### src/rtl/clk_loss_pkg.sv
package clk_loss_pkg;
  typedef enum logic {ST_LOSS = 1'b0, ST_RUN = 1'b1} seq_state_e;
  localparam int NUM_CLK = 3;
  localparam int IDX_LRCK = 2;
endpackage

### src/rtl/clk_act_mon.sv
module clk_act_mon #(
  parameter int STOP_CYC = 64
) (
  input  logic clk_i,
  input  logic rst_ni,
  input  logic mon_i,
  output logic edge_o,
  output logic rise_o,
  output logic stopped_o
);
  localparam int CW = $clog2(STOP_CYC + 1);
  localparam logic [CW-1:0] LIMIT = CW'(STOP_CYC);

  logic [2:0]    sh_q;
  logic [CW-1:0] idle_q;

  // two-flop synchroniser plus one history flop for edge detection
  always_ff @(posedge clk_i or negedge rst_ni) begin
    if (!rst_ni) sh_q <= '0;
    else         sh_q <= {sh_q[1:0], mon_i};
  end

  assign edge_o = sh_q[2] ^ sh_q[1];
  assign rise_o = sh_q[1] & ~sh_q[2];

  always_ff @(posedge clk_i or negedge rst_ni) begin
    if (!rst_ni)             idle_q <= '0;
    else if (edge_o)         idle_q <= '0;
    else if (idle_q != LIMIT) idle_q <= idle_q + 1'b1;
  end

  assign stopped_o = (idle_q == LIMIT);
endmodule

### src/rtl/loss_fsm.sv
module loss_fsm
  import clk_loss_pkg::*;
#(
  parameter int STOP_CYC    = 64,
  parameter int RESTORE_WIN = 8
) (
  input  logic               clk_i,
  input  logic               rst_ni,
  input  logic [NUM_CLK-1:0] edge_i,
  input  logic [NUM_CLK-1:0] stopped_i,
  output logic               in_reset_o,
  output logic               enter_o,
  output logic               leave_o
);
  localparam int WW = $clog2(STOP_CYC + 1);
  localparam int GW = $clog2(RESTORE_WIN + 1);
  localparam logic [WW-1:0] WIN_LAST  = WW'(STOP_CYC - 1);
  localparam logic [GW-1:0] GOOD_LAST = GW'(RESTORE_WIN - 1);

  seq_state_e         state_q;
  logic [WW-1:0]      win_q;
  logic [GW-1:0]      good_q;
  logic [NUM_CLK-1:0] seen_q;
  logic [NUM_CLK-1:0] seen_nxt;
  logic               win_end, all_seen;

  assign seen_nxt = seen_q | edge_i;
  assign all_seen = &seen_nxt;
  assign win_end  = (win_q == WIN_LAST);

  assign enter_o    = (state_q == ST_RUN) && (|stopped_i);
  assign leave_o    = (state_q == ST_LOSS) && win_end && all_seen && (good_q == GOOD_LAST);
  assign in_reset_o = (state_q == ST_LOSS);

  always_ff @(posedge clk_i or negedge rst_ni) begin
    if (!rst_ni) begin
      state_q <= ST_LOSS;
      win_q   <= '0;
      good_q  <= '0;
      seen_q  <= '0;
    end else if (state_q == ST_RUN) begin
      if (enter_o) begin
        state_q <= ST_LOSS;
        win_q   <= '0;
        good_q  <= '0;
        seen_q  <= '0;
      end
    end else if (win_end) begin
      win_q  <= '0;
      seen_q <= '0;
      if (leave_o)       state_q <= ST_RUN;
      else if (all_seen) good_q  <= good_q + 1'b1;
      else               good_q  <= '0;
    end else begin
      win_q  <= win_q + 1'b1;
      seen_q <= seen_nxt;
    end
  end
endmodule

### src/rtl/init_seq.sv
module init_seq #(
  parameter int LEN = 512
) (
  input  logic clk_i,
  input  logic rst_ni,
  input  logic start_i,
  input  logic abort_i,
  input  logic tick_i,
  output logic busy_o,
  output logic done_o
);
  localparam int CW = $clog2(LEN + 1);
  localparam logic [CW-1:0] LAST = CW'(LEN - 1);

  logic [CW-1:0] cnt_q;

  always_ff @(posedge clk_i or negedge rst_ni) begin
    if (!rst_ni) begin
      busy_o <= 1'b0;
      done_o <= 1'b0;
      cnt_q  <= '0;
    end else begin
      done_o <= 1'b0;
      if (abort_i) begin
        busy_o <= 1'b0;
        cnt_q  <= '0;
      end else if (start_i) begin
        busy_o <= 1'b1;
        cnt_q  <= '0;
      end else if (busy_o && tick_i) begin
        if (cnt_q == LAST) begin
          busy_o <= 1'b0;
          done_o <= 1'b1;
          cnt_q  <= '0;
        end else begin
          cnt_q <= cnt_q + 1'b1;
        end
      end
    end
  end
endmodule

### src/rtl/clk_loss_seq.sv
module clk_loss_seq
  import clk_loss_pkg::*;
#(
  parameter int              STOP_CYC    = 64,
  parameter int              RESTORE_WIN = 8,
  parameter int              ADC_INIT    = 516,
  parameter int              DAC_INIT    = 512,
  parameter int              MUTE_CYC    = 2500,
  parameter int              CFG_W       = 8,
  parameter logic [CFG_W-1:0] CFG_RST    = '0
) (
  input  logic             clk_i,
  input  logic             rst_ni,
  input  logic             mclk_i,
  input  logic             bclk_i,
  input  logic             lrck_i,
  input  logic [1:0]       adc_sd_i,
  input  logic [1:0]       zdet_i,
  input  logic             cfg_we_i,
  input  logic [CFG_W-1:0] cfg_wdata_i,
  output logic [CFG_W-1:0] cfg_o,
  output logic [1:0]       sdto_o,
  output logic [1:0]       dzf_o,
  output logic             adc_valid_o,
  output logic             dac_hold_o,
  output logic             mute_o,
  output logic             in_reset_o,
  output logic             adc_init_o,
  output logic             dac_init_o,
  output logic             adc_ready_o,
  output logic             dac_ready_o
);
  localparam int MW = $clog2(MUTE_CYC + 1);
  localparam logic [MW-1:0] MUTE_LD = MW'(MUTE_CYC);

  logic [NUM_CLK-1:0] mon_clk, edge_v, rise_v, stop_v;
  logic               enter, leave;
  logic [MW-1:0]      mute_q;
  logic               unused_rise;

  assign mon_clk     = {lrck_i, bclk_i, mclk_i};
  assign unused_rise = ^rise_v[NUM_CLK-2:0];

  for (genvar g = 0; g < NUM_CLK; g++) begin : g_mon
    clk_act_mon #(.STOP_CYC(STOP_CYC)) u_mon (
      .clk_i    (clk_i),
      .rst_ni   (rst_ni),
      .mon_i    (mon_clk[g]),
      .edge_o   (edge_v[g]),
      .rise_o   (rise_v[g]),
      .stopped_o(stop_v[g])
    );
  end

  loss_fsm #(.STOP_CYC(STOP_CYC), .RESTORE_WIN(RESTORE_WIN)) u_fsm (
    .clk_i     (clk_i),
    .rst_ni    (rst_ni),
    .edge_i    (edge_v),
    .stopped_i (stop_v),
    .in_reset_o(in_reset_o),
    .enter_o   (enter),
    .leave_o   (leave)
  );

  init_seq #(.LEN(ADC_INIT)) u_adc_init (
    .clk_i  (clk_i),
    .rst_ni (rst_ni),
    .start_i(leave),
    .abort_i(enter),
    .tick_i (rise_v[IDX_LRCK]),
    .busy_o (adc_init_o),
    .done_o (adc_ready_o)
  );

  init_seq #(.LEN(DAC_INIT)) u_dac_init (
    .clk_i  (clk_i),
    .rst_ni (rst_ni),
    .start_i(leave),
    .abort_i(enter),
    .tick_i (rise_v[IDX_LRCK]),
    .busy_o (dac_init_o),
    .done_o (dac_ready_o)
  );

  // tail of mute after exit; the reset state itself mutes via in_reset_o
  always_ff @(posedge clk_i or negedge rst_ni) begin
    if (!rst_ni)           mute_q <= '0;
    else if (leave)        mute_q <= MUTE_LD;
    else if (mute_q != '0) mute_q <= mute_q - 1'b1;
  end

  // only the external reset initialises the register
  always_ff @(posedge clk_i or negedge rst_ni) begin
    if (!rst_ni)       cfg_o <= CFG_RST;
    else if (cfg_we_i) cfg_o <= cfg_wdata_i;
  end

  assign mute_o      = in_reset_o | (mute_q != '0);
  assign sdto_o      = in_reset_o ? 2'b00 : adc_sd_i;
  assign dzf_o       = in_reset_o ? 2'b00 : zdet_i;
  assign adc_valid_o = ~in_reset_o & ~adc_init_o;
  assign dac_hold_o  = in_reset_o | dac_init_o;
endmodule

### config.mk
export PLATFORM = sky130hd
export DESIGN_NAME = clk_loss_seq
export DESIGN_NICKNAME = d
export VERILOG_FILES = /design/src/rtl/clk_loss_pkg.sv /design/src/rtl/clk_act_mon.sv /design/src/rtl/loss_fsm.sv /design/src/rtl/init_seq.sv /design/src/rtl/clk_loss_seq.sv
export SDC_FILE = /design/constraint.sdc
export NUM_CORES = 1
export LEC_CHECK = 0
export CAP_MARGIN = 20
export CORE_MARGIN = 2
export CORE_UTILIZATION = 62
export CTS_CLUSTER_DIAMETER = 40
export CTS_CLUSTER_SIZE = 30
export DETAILED_ROUTE_END_ITERATION = 8
export GPL_TIMING_DRIVEN = 0
export PLACE_DENSITY = 0.91
export SKIP_CTS_REPAIR_TIMING = 1
export SLEW_MARGIN = 20
export SYNTH_ARGS = -nofsm -noshare
export SYNTH_HDL_FRONTEND = slang
export SYNTH_HIERARCHICAL = 1
export SYNTH_SLANG_ARGS = --single-unit
### constraint.sdc
create_clock -name clk_i -period 7.7 [get_ports clk_i]
set_input_delay 1.54 -clock clk_i [delete_from_list [all_inputs] [get_ports clk_i]]
set_output_delay 1.54 -clock clk_i [all_outputs]
set_load 0.05 [all_outputs]
==> impl_results.md <==
* Status: finished, final reports clean
* Peak VDD IR at 0.000103 V
* Leak pwr at 0.00230 uW
* Mapped Area at 0.00449 mm^2
* Ports at 38
* Yosys warns at 6
* Clock Skews at 0.00837 ns
* Routability cong. at 0.833
* Slew Limit Headroom at 42.8%
* Cells after Synth at 426
* Clk slew on worst S/H paths at 0.08 ns
* Vias at 3414
* Antenna Cells at 0
* Area share of the largest cell type after synthesis at 49.6%
* Initial DRC Count at 159
* Post-DP HPWL at 6.37 mm
* ANT nets after route at 0
* Reg2reg end: u_dac_init/cnt_q[9]
* Synth cell count leaders: dfrtp_1 (89), nand2_1 (34), nor2_1 (32), a21oi_1 (26), inv_1 (23)
* Area grow syn2layout at 16.6%
* Largest area contributor in the netlist: dfrtp_1
* Slew Limit Fails at 0
* Row Count at 31
* CTS Root Cell: clkbuf_8
* Average wire per standard cell at 15.8 um
* Initial Util at 62.9%
* Primary FF master, synth: dfrtp_1
* CP startpoint kind: flop
* CP endpoint kind: output pin
* CORE AREA at 0.00714 mm^2
* R2R Path Start: g_mon[1].u_mon/sh_q[1]
* Share of flip-flops with an asynchronous set or reset at 100%
* CTS tree: yes
* CP Class: flop to output pin
* R2r setup slk at 4.55 ns
* Max FO, Critical Path at 6
* Die area at 0.00793 mm^2
* First-pass GRT wire length at 15.2 mm
* Vias in the first global route at 3468
* EDFF count, synth at 0
* R2R depth at 11
* Dpl ws at 3.22 ns
* Setup violators final at 0
* GRT Overall Usage at 24.6%
* DIE HEIGHT at 89.1 um
* Avg Cell Area, Syn at 10.5 um^2
* WP data arrival at 3.16 ns
* Yosys cell types at 61
* DRC at 0
* Hold Vio Cnt, Final at 0
* Hold Startpoint: g_mon[1].u_mon/sh_q[0]
* Port Buf Inserts at 36
* Worst Hold Endpoint: g_mon[1].u_mon/sh_q[1]
* Most numerous cell in the Yosys netlist: dfrtp_1
* Worst-Skew Late Latency at 0.36 ns
* Post-place instance area at 0.00502 mm^2
* Post-Route WL at 9.15 mm
* Register area share after synthesis at 49.6%
* Tmin final at 4.70 ns
* Final Cycle Share at 61.1%
* Antenna violations before repair at 0
* Hold Crit Depth at 0
* Via-to-Cell Ratio at 5.90
* Ratio of cells with drive above 1 in the final layout at 14.0%
* Req. time, crit path at 6.16 ns
* Largest net degree at the start of global routing at 56
* Post-layout util at 73.3%
* Setup crit start: mute_q[0]
* Max Clk Rate at 213 MHz
* Clock sinks at 89
* Chip Width at 89.1 um
* Top cells by area, synth: dfrtp_1 (50%), ha_1 (4.2%), a21oi_1 (2.9%)
* Gr ovfl total at 0
* Max Cap Viol at 0
* Final worst slack at 3.00 ns
* TritonCTS buffer count at 9
* Max Buffers Root-to-Sink at 2
* HP Class: flop to flop
* Total number of H-tree levels at 3
* Fin area at 0.00523 mm^2
* PwrDens at 178 mW/mm^2
* Final nets at 508
* RSZ-0062 raised after global routing: false
* Register bit total from synthesis at 89
* Slew @ Worst Pin at 0.847 ns
* Syn nets at 459
* DR pass1 iterations at 4
* Post-Route Setup TNS at 0 ns
report_power, final:
group | total [uW] | internal [uW] | switching (uW) | leakage (uW)
combinational | 83.8 | 34.1 | 49.7 | 0.00103
clock | 351 | 183 | 169 | 0.000106
sequential | 495 | 481 | 13.6 | 0.00117
total | 930 | 698 | 232 | 0.00230
state kept, by name (all words and copies together), names as in the netlist:
name and cells:
u_fsm/win_q 7, cfg_o 8, g_mon.u_mon/sh_q 9, u_adc_init/cnt_q 10, u_dac_init/busy_o 1, u_dac_init/done_o 1
u_fsm/state_q 1, mute_q 12, u_fsm/seen_q 3, u_adc_init/done_o 1, u_dac_init/cnt_q 10, g_mon.u_mon/idle_q 21
u_adc_init/busy_o 1, u_fsm/good_q 4
layout by cell type (no fill, tap or decap), types with 4 or more instances in the layout:
cell / netlist / final
dfrtp_1: 89 / 89
nand3b_1: 5 / 5
nand4_1: 5 / 5
nand2_1: 34 / 34
o31ai_1: 5 / 5
nand3_1: 21 / 21
nor2b_1: 6 / 6
nor2_1: 32 / 32
o21ai_1: 5 / 5
clkbuf_8: 0 / 9
xor2_1: 12 / 12
mux2_2: 10 / 10
or2_2: 4 / 4
or4_1: 10 / 10
a211oi_1: 5 / 5
ha_1: 15 / 15
inv_1: 23 / 23
nand3_2: 4 / 4
buf_2: 5 / 5
nor3_1: 9 / 9
clkdlybuf4s50_1: 0 / 35
a21oi_1: 26 / 26
nor4_1: 5 / 5
o21ai_0: 15 / 15
or3_1: 8 / 8
nand2b_1: 4 / 4
mux2i_1: 9 / 9
xnor2_1: 7 / 7
how the worst max path moves through the flow:
stage / depth (start not counted) / to
2_1_floorplan: 1 / dzf_o[0]
3_3_place_gp: 1 / cfg_o[5]
3_5_place_dp: 3 / dzf_o[1]
4_1_cts: 7 / mute_o
5_1_grt: 7 / mute_o
6_report: 7 / mute_o
final cells by class:
class                           instances  area (um^2)
Sequential cell                        89         2230
Multi-Input combinational cell        303         2120
Fill cell                             487         1900
Timing Repair Buffer                   38          397
Clock buffer                            9          124
Tap cell                               99          124
Clock inverter                          7         93.8
Inverter                               25         93.8
Buffer                                  9         55.1
cell families after synthesis:
logic type | Yosys count | synth area share (%)
flops | 89 | 49.6
xor+xnor | 19 | 3.71
compound gates | 77 | 12.1
fa+ha+maj | 15 | 4.18
mux | 19 | 4.52
simple gates | 173 | 22.6
buf+inv | 34 | 3.32
worst max-delay path, stage by stage, from the launching register on:
cell             delay, ns
dfrtp_1               0.39
inv_1                 0.12
ha_1                  0.19
nor4b_1               0.70
and3_2                0.30
buf_2                 0.17
or2b_1                0.24
clkdlybuf4s50_1       0.70
metal layers:
metal / track usage (%) / vias up / wire length (um)
met5: 0 / - / 0
li1: - / 1621 / -
met1: 30.3 / 1681 / 3880
met4: 8.01 / 0 / 127
met2: 41.9 / 100 / 4750
met3: 7.39 / 12 / 394
through the flow:
stage / hold WS (ns) / total power (uW) / instances
2_1_floorplan: 0.331 / 549 / 426
5_1_grt: 0.368 / 969 / 579
4_1_cts: 0.358 / 937 / 579
3_3_place_gp: 0.336 / 581 / 561
6_report: 0.357 / 930 / 579
3_5_place_dp: 0.338 / 589 / 563
(Power assumes the default switching activity.)
